## config.mk

```make
export PLATFORM = sky130hd
export DESIGN_NAME = cascade_watchdog
export DESIGN_NICKNAME = d
export VERILOG_FILES = /design/src/rtl/wdog_pkg.sv /design/src/rtl/wdog_stage.sv /design/src/rtl/wdog_pulse_gen.sv /design/src/rtl/cascade_watchdog.sv
export SDC_FILE = /design/constraint.sdc
export NUM_CORES = 1
export LEC_CHECK = 0
export CAP_MARGIN = 20
export CORE_ASPECT_RATIO = 1.75
export CORE_MARGIN = 2
export CORE_UTILIZATION = 50
export DETAILED_ROUTE_END_ITERATION = 16
export PLACE_DENSITY = 0.75
export SLEW_MARGIN = 30
export SYNTH_ARGS = -nofsm -noshare
export SYNTH_HDL_FRONTEND = slang
export SYNTH_SLANG_ARGS = --single-unit
export TNS_END_PERCENT = 30
```

## constraint.sdc

```tcl
create_clock -name clk -period 2.3 [get_ports clk]
set_input_delay 0.575 -clock clk [delete_from_list [all_inputs] [get_ports clk]]
set_output_delay 0.575 -clock clk [all_outputs]
set_load 0.05 [all_outputs]
```

## src/rtl/wdog_pkg.sv

```systemverilog
package wdog_pkg;

    typedef enum logic [1:0] {
        ST_IDLE = 2'd0,
        ST_RUN  = 2'd1,
        ST_DONE = 2'd2
    } stage_mode_e;

    localparam int unsigned DEF_STAGES = 3;
    localparam int unsigned DEF_CNT_W  = 16;
    localparam int unsigned DEF_PW_W   = 8;

    // A pulse width of zero is widened to one clock.
    function automatic logic [31:0] min_one(input logic [31:0] v);
        return (v == 32'd0) ? 32'd1 : v;
    endfunction

endpackage

```

## src/rtl/wdog_stage.sv

```systemverilog
module wdog_stage
    import wdog_pkg::*;
#(
    parameter int unsigned CNT_W    = DEF_CNT_W,
    parameter bit          IS_FIRST = 1'b0
) (
    input  logic             clk,
    input  logic             rst,
    input  logic             clr,
    input  logic             start,
    input  logic             kick,
    input  logic [CNT_W-1:0] interval,
    output logic             expire,
    output logic             action
);

    typedef struct packed {
        stage_mode_e      mode;
        logic [CNT_W-1:0] cnt;
        logic             act;
    } stage_t;

    stage_t cur, nxt;

    assign expire = (cur.mode == ST_RUN) && (cur.cnt == '0);
    assign action = cur.act;

    always_comb begin
        nxt = cur;
        if (clr) begin
            nxt.mode = IS_FIRST ? ST_RUN : ST_IDLE;
            nxt.cnt  = interval;
            nxt.act  = 1'b0;
        end else begin
            unique case (cur.mode)
                ST_IDLE: begin
                    if (start) begin
                        nxt.mode = ST_RUN;
                        nxt.cnt  = interval;
                    end
                end
                ST_RUN: begin
                    if (expire) begin
                        nxt.mode = ST_DONE;
                        nxt.act  = 1'b1;
                    end else if (kick) begin
                        nxt.cnt = interval;
                    end else begin
                        nxt.cnt = cur.cnt - CNT_W'(1);
                    end
                end
                default: nxt = cur;
            endcase
        end
    end

    always_ff @(posedge clk) begin
        if (rst) begin
            cur <= '{mode: ST_IDLE, cnt: '0, act: 1'b0};
        end else begin
            cur <= nxt;
        end
    end

endmodule

```

## src/rtl/wdog_pulse_gen.sv

```systemverilog
module wdog_pulse_gen
    import wdog_pkg::*;
#(
    parameter int unsigned PW_W = DEF_PW_W
) (
    input  logic            clk,
    input  logic            rst,
    input  logic            clr,
    input  logic            trigger,
    input  logic [PW_W-1:0] width,
    output logic            pulse
);

    logic [PW_W-1:0] remain;

    always_ff @(posedge clk) begin
        if (rst || clr) begin
            remain <= '0;
        end else if (trigger) begin
            remain <= PW_W'(min_one(32'(width)));
        end else if (remain != '0) begin
            remain <= remain - PW_W'(1);
        end
    end

    assign pulse = (remain != '0);

endmodule

```

## src/rtl/cascade_watchdog.sv

```systemverilog
module cascade_watchdog
    import wdog_pkg::*;
#(
    parameter int unsigned NUM_STAGES = DEF_STAGES,
    parameter int unsigned CNT_W      = DEF_CNT_W,
    parameter int unsigned PW_W       = DEF_PW_W
) (
    input  logic                        clk,
    input  logic                        rst,
    input  logic                        init,
    input  logic                        kick,
    input  logic [NUM_STAGES*CNT_W-1:0] interval,
    input  logic [PW_W-1:0]             reset_width,
    output logic [NUM_STAGES-1:0]       stage_action,
    output logic                        hw_reset
);

    localparam int unsigned LAST = NUM_STAGES - 1;

    logic [NUM_STAGES-1:0] expire_vec;

    for (genvar i = 0; i < NUM_STAGES; i++) begin : g_stage
        if (i == 0) begin : g_head
            wdog_stage #(.CNT_W(CNT_W), .IS_FIRST(1'b1)) u_stage (
                .clk      (clk),
                .rst      (rst),
                .clr      (init),
                .start    (1'b0),
                .kick     (kick),
                .interval (interval[CNT_W-1:0]),
                .expire   (expire_vec[0]),
                .action   (stage_action[0])
            );
        end else begin : g_tail
            wdog_stage #(.CNT_W(CNT_W), .IS_FIRST(1'b0)) u_stage (
                .clk      (clk),
                .rst      (rst),
                .clr      (init),
                .start    (expire_vec[i-1]),
                .kick     (1'b0),
                .interval (interval[i*CNT_W +: CNT_W]),
                .expire   (expire_vec[i]),
                .action   (stage_action[i])
            );
        end
    end

    wdog_pulse_gen #(.PW_W(PW_W)) u_pulse (
        .clk     (clk),
        .rst     (rst),
        .clr     (init),
        .trigger (expire_vec[LAST]),
        .width   (reset_width),
        .pulse   (hw_reset)
    );

endmodule

```

Word level (Yosys, flattened, before mapping)
Index checks and enable logic that the tools add are counted.
{ "totals": {"elab_cells": 78, "reg_bits": 64, "in_bits": 60} }
{ "classes": {"n_eq_ne": 12, "mux": 24, "n_addsub": 4, "n_reduce_logical": 28} }
{ "op_table": {"columns": ["cell", "n"], "rows": [
  ["one-hot mux 18 bit (2 select lines)", 2],
  ["2-to-1 mux 16 bit", 4],
  ["2-to-1 mux 18 bit", 3],
  ["2-to-1 mux 17 bit", 3],
  ["logical NOT 16 bit", 3],
  ["subtractor 16 x 1 -> 16 bit, second input constant", 3],
  ["2-to-1 mux 8 bit", 3],
  ["!= test 3 bit, second input constant", 4],
  ["AND reduction 3 bit", 4],
  ["AND reduction 2 bit", 5],
  ["nonzero test 2 bit", 5],
  ["logical NOT 8 bit", 1],
  ["nonzero test 8 bit", 1],
  ["subtractor 8 x 1 -> 8 bit, second input constant", 1],
  ["2-to-1 mux 1 bit", 7],
  ["== test 2 x 1 -> 1 bit, second input constant", 3],
  ["!= test 2 bit, second input constant", 3],
  ["nonzero test 3 bit", 2],
  ["logical NOT 2 bit", 2],
  ["2-to-1 mux 2 bit", 2],
  ["!= test 2 x 1 -> 1 bit, second input constant", 2],
  ["logical AND 1 bit", 3],
  ["OR reduction 2 bit", 1],
  ["logical OR 1 bit", 1]
]} }

Depth between registers and ports, before layout
{ "logic_depth": {"ltp_word": 5, "mapped_depth": 8, "mapped_depth_nobuf": 8} }

Modules after synthesis
A second synthesis with hierarchy kept.
{ "hier_totals": {"hier_cells": 522, "area_unflattened_um2": 4062.6} }
{ "modules_own_cells": {"columns": ["module", "area_per_inst_um2", "seq_area_each_um2", "instances", "cells_each"], "rows": [
  ["wdog_stage at g_stage[1].g_tail.u_stage ...", 1188.6, 380.4, 2, 156],
  ["wdog_stage at g_stage[0].g_head.u_stage", 1187.4, 380.4, 1, 152],
  ["wdog_pulse_gen", 494.2, 160.2, 1, 57],
  ["cascade_watchdog", 3.8, 0.0, 1, 1]
]} }

Worst setup path after synthesis
Ideal clock, no wire load.
{ "synth_path": {"path_kind": "register to output", "startpoint": "register u_pulse.remain[2]", "endpoint": "output hw_reset", "setup_slack_ns": 0.131, "arrival_ns": 1.594, "path_stages_with_launch": 4, "path_buffers": 0, "path_cell_list": "dfxtp_1 -> or4_1 -> nor3_1 -> inv_1"} }
{ "synth_between": {"elab_chain_len": 1} }
{ "synth_rtl": {"columns": ["item", "line_no", "rtl"], "rows": [
  ["start, declared", "wdog_pulse_gen.sv:14", "logic [PW_W-1:0] remain;"],
  ["start signal, assigned", "wdog_pulse_gen.sv:20", "remain <= PW_W'(min_one(32'(width)));"],
  ["start signal, assigned", "wdog_pulse_gen.sv:22", "remain <= remain - PW_W'(1);"],
  ["nonzero test 8 bit", "wdog_pulse_gen.sv:26", "assign pulse = (remain != '0);"],
  ["end, declared", "cascade_watchdog.sv:15", "output logic hw_reset"]
]} }
Every way passes these cells.

Worst setup path after layout
{ "layout_path": {"startpoint": "register u_pulse.remain[3]", "endpoint": "output hw_reset"} }
Same word-level chain as after synthesis.

==> flow_summary.yaml <==
synth:
  synth_nets: 601
  synth_edf_count: 0
  synth_compound_area_share_pct: 32.5
  synth_cells: 535
  synth-async-reset-ratio_pct: 0
  synthXorXnorAreaFrac_pct: 1.28
  synth_mux_area_share_pct: 0.243
  yosysSeqAreaShare_pct: 31.1
  synth-seq-cells: 64
  yosys_most_used_dff: "dfxtp_1"
  yosys.area_share.simple_pct: 27.5
  synth_top_family_by_area: "compound AO/OA/AOI/OAI gates"
  synth_area_per_cell_um2: 7.69
  syn-cell-area_um2: 4110
  yosys_warnings: 0
  synthAdderAreaFrac_pct: 1.82
  yosysUniqueCellTypes: 68
min_path:
  hold_class: "flop to flop"
setup_path:
  crit_path_max_fanout: 6
  r2r_start: "g_stage[1].g_tail.u_stage.cur[2]"
  crit_path_max_incr_delay_ns: 0.54
  critical_path.top_delay_family: "simple AND/OR/NAND/NOR gates"
  timing.rr.end: "g_stage[1].g_tail.u_stage.cur[6]"
  r2r_cells: 9
  cp-start-kind: "flop"
  crit_chain: "or4_4, nor3_4, inv_2, buf_6"
  crit_required_ns: 1.73
  cp-end-kind: "output port"
  cp_num_cells: 4
  cp-startpoint: "u_pulse.remain[3]"
  reg2reg_slack_ns: 0.12
  worstSetupPathType: "flop to output port"
  critical_path_arrival_ns: 1.68
  crit_buf_inv: 2
  crit_path_top_delay_cell: "or4_4"
  crit_end: "hw_reset"
final_layout:
  diodes: 0
  multi_input_area_um2: 2660
  stdcell_count: 731
  syn_to_final_growth_pct: 34.1
  final_nets: 702
  final_layout_size_suffix_gt1_share_pct: 17.2
  regArea_um2: 1280
  final_cell_mix: "dfxtp_1, buf_4, clkdlybuf4s50_1"
  fill_cells: 690
floorplanning:
  dieArea_um2: 9000
  ios: 64
  initial_core_util_pct: 51.7
  die_w_um: 72.6
  fp-row-count: 43
  core_um2: 7960
  fp.dieH_um: 124
cts:
  clkLatencyLatePin_ns: 0.33
  cts_hold_buf: 0
  cts-buffers-inserted: 9
  cts_htree_levels: 3
  cts_tree: "done"
  clk_pin_slew_ns: 0.05
  cts.sink_count: 64
  cts_root_buffer: "clkbuf_16"
  max-clock-path-buffers: 2
outcome:
  status: "finished clean"
global_routing:
  grt_pass1_vias: 4789
  grt_first_pass_wirelength_mm: 21.9
  grt_use_total_pct: 30.7
  grt_overflow: 0
  grt_max_degree: 26
  antenna_found_initial: 0
drt:
  post_drt_wl_per_cell_um: 18.3
  via_per_inst: 6.51
  drt_iter0_drc: 392
  firstDrtPassIters: 5
  drc_errors: 0
  ant_nets: 0
  num_vias: 4759
  routed_wl_mm: 13.4
sta:
  min_period_over_period_pct: 97.9
  drv_slew: 0
  min_period_ns: 2.25
  maxSlewHeadroom_pct: 56.6
  worst_slew_pin_slew_ns: 0.645
  setup_viol: 0
  fmax_mhz: 444
  fin_skew_ns: 0.00391
  hold_viol_final: 0
pwr:
  p_leak_uw: 0.00207
  power_density_nw_per_um2: 844
  peakVddDrop_v: 0.000771
  total_power_uw: 4660
placed_design:
  hpwl_mm: 9.67
  dp.cells: 711
  gp_congestion: 0.929
  io_buffers: 63
job:
  max_cap_violations: 0
worst min-delay path: cells and delay by family, from the launching register on:
kind	cells	cell delay, ns
DFF	1	0.33
and+or+nand+nor	2	0.12
metrics by stage:
step	utilization (%)	cell area [um2]	hold WS, ns	setup TNS (ns)	setup slack, ns
floorplan	-	4110	0.438	0	0.131
global placement	64.6	5140	0.461	-1.14	-0.141
detailed placement	64.6	5140	0.476	-3.25	-0.199
CTS	68.4	5450	0.488	0	0.0217
global route	69.3	5520	0.502	-0.0187	-0.0134
finish	69.3	5520	0.478	0	0.0490
cell usage after synthesis, types with 4 or more instances:
cell | n | area (um2)
o22ai_1 | 14 | 87.6
dfxtp_1 | 64 | 1280
nand3_1 | 24 | 120
o21a_1 | 4 | 30.0
or4_1 | 5 | 37.5
nand2b_1 | 6 | 37.5
a22oi_1 | 7 | 52.6
o31ai_1 | 5 | 37.5
inv_1 | 15 | 56.3
nor3_1 | 25 | 125
o21ai_0 | 27 | 135
nor2_1 | 48 | 180
nor3b_1 | 4 | 30.0
ha_1 | 6 | 75.1
clkbuf_1 | 28 | 105
o41ai_1 | 8 | 70.1
nor4_1 | 12 | 75.1
nand2_1 | 55 | 206
a211oi_1 | 4 | 30.0
nand4_1 | 8 | 50.1
buf_2 | 5 | 25.0
a221oi_1 | 4 | 35.0
o211ai_1 | 7 | 52.6
a32o_1 | 22 | 220
or3_1 | 6 | 37.5
o32ai_1 | 9 | 78.8
xnor2_1 | 4 | 35.0
a21oi_1 | 44 | 220
cells by family (layout without fill, tap and decap cells):
kind of cell               after synthesis  after routing
AOI/OAI and AO/OA                      186            186
xor gates and xnor gates                 6              6
and+or+nand+nor                        218            218
DFF                                     64             64
adders and majority gates                6              6
buffers and inverters                   54            160
muxes                                    1              1
sequential cells by signal, indices dropped and copies added (netlist names):
signal                         count
u_pulse.remain                     8
g_stage.g_tail.u_stage.action      2
g_stage.g_tail.u_stage.cur        36
g_stage.g_head.u_stage.cur        18
what timing repair did:
| item | CTS | global route |
|---|---|---|
| gates cloned | 0 | 0 |
| endpoints found under the setup margin | 12 | 15 |
| pin swaps | 1 | 4 |
| resized for setup | 5 | 10 |
| setup buffers | 0 | 4 |
final cells by class:
class                      instances  area share [%]
clock buffer                      14            4.97
clock inverter                     2           0.227
inverter                          17            1.16
multi-input combinational        417            48.1
sequential                        64            23.2
tap                               90            2.04
timing repair buffer             127            20.2
power by group:
group          internal, uW  switching [uW]  total, uW
logic                   966             987       1950
clock network           816             497       1310
registers              1240             147       1390
total                  3020            1630       4660
per-layer routing:
| metal | vias to the layer above | GRT usage, % | part of all wire [%] |
|---|---|---|---|
| li1 | 2262 | - | - |
| met1 | 2225 | 33.6 | 38 |
| met4 | 0 | 16.6 | 4.4 |
| met2 | 219 | 54.9 | 52 |
| met5 | - | 0 | 0 |
| met3 | 53 | 5.50 | 5.7 |
worst min path at each step:
| stage | start | cells past startpoint | end |
|---|---|---|---|
| after floorplan | g_stage[1].g_tail.u_stage.action | 2 | g_stage[1].g_tail.u_stage.action |
| after global placement | g_stage[2].g_tail.u_stage.action | 2 | g_stage[2].g_tail.u_stage.action |
| after detailed placement | g_stage[2].g_tail.u_stage.action | 2 | g_stage[2].g_tail.u_stage.action |
| after CTS | g_stage[0].g_head.u_stage.cur[10] | 2 | g_stage[0].g_head.u_stage.cur[10] |
| after global routing | g_stage[0].g_head.u_stage.cur[10] | 2 | g_stage[0].g_head.u_stage.cur[10] |
| final | g_stage[2].g_tail.u_stage.action | 2 | g_stage[2].g_tail.u_stage.action |
(Power assumes the default switching activity.)
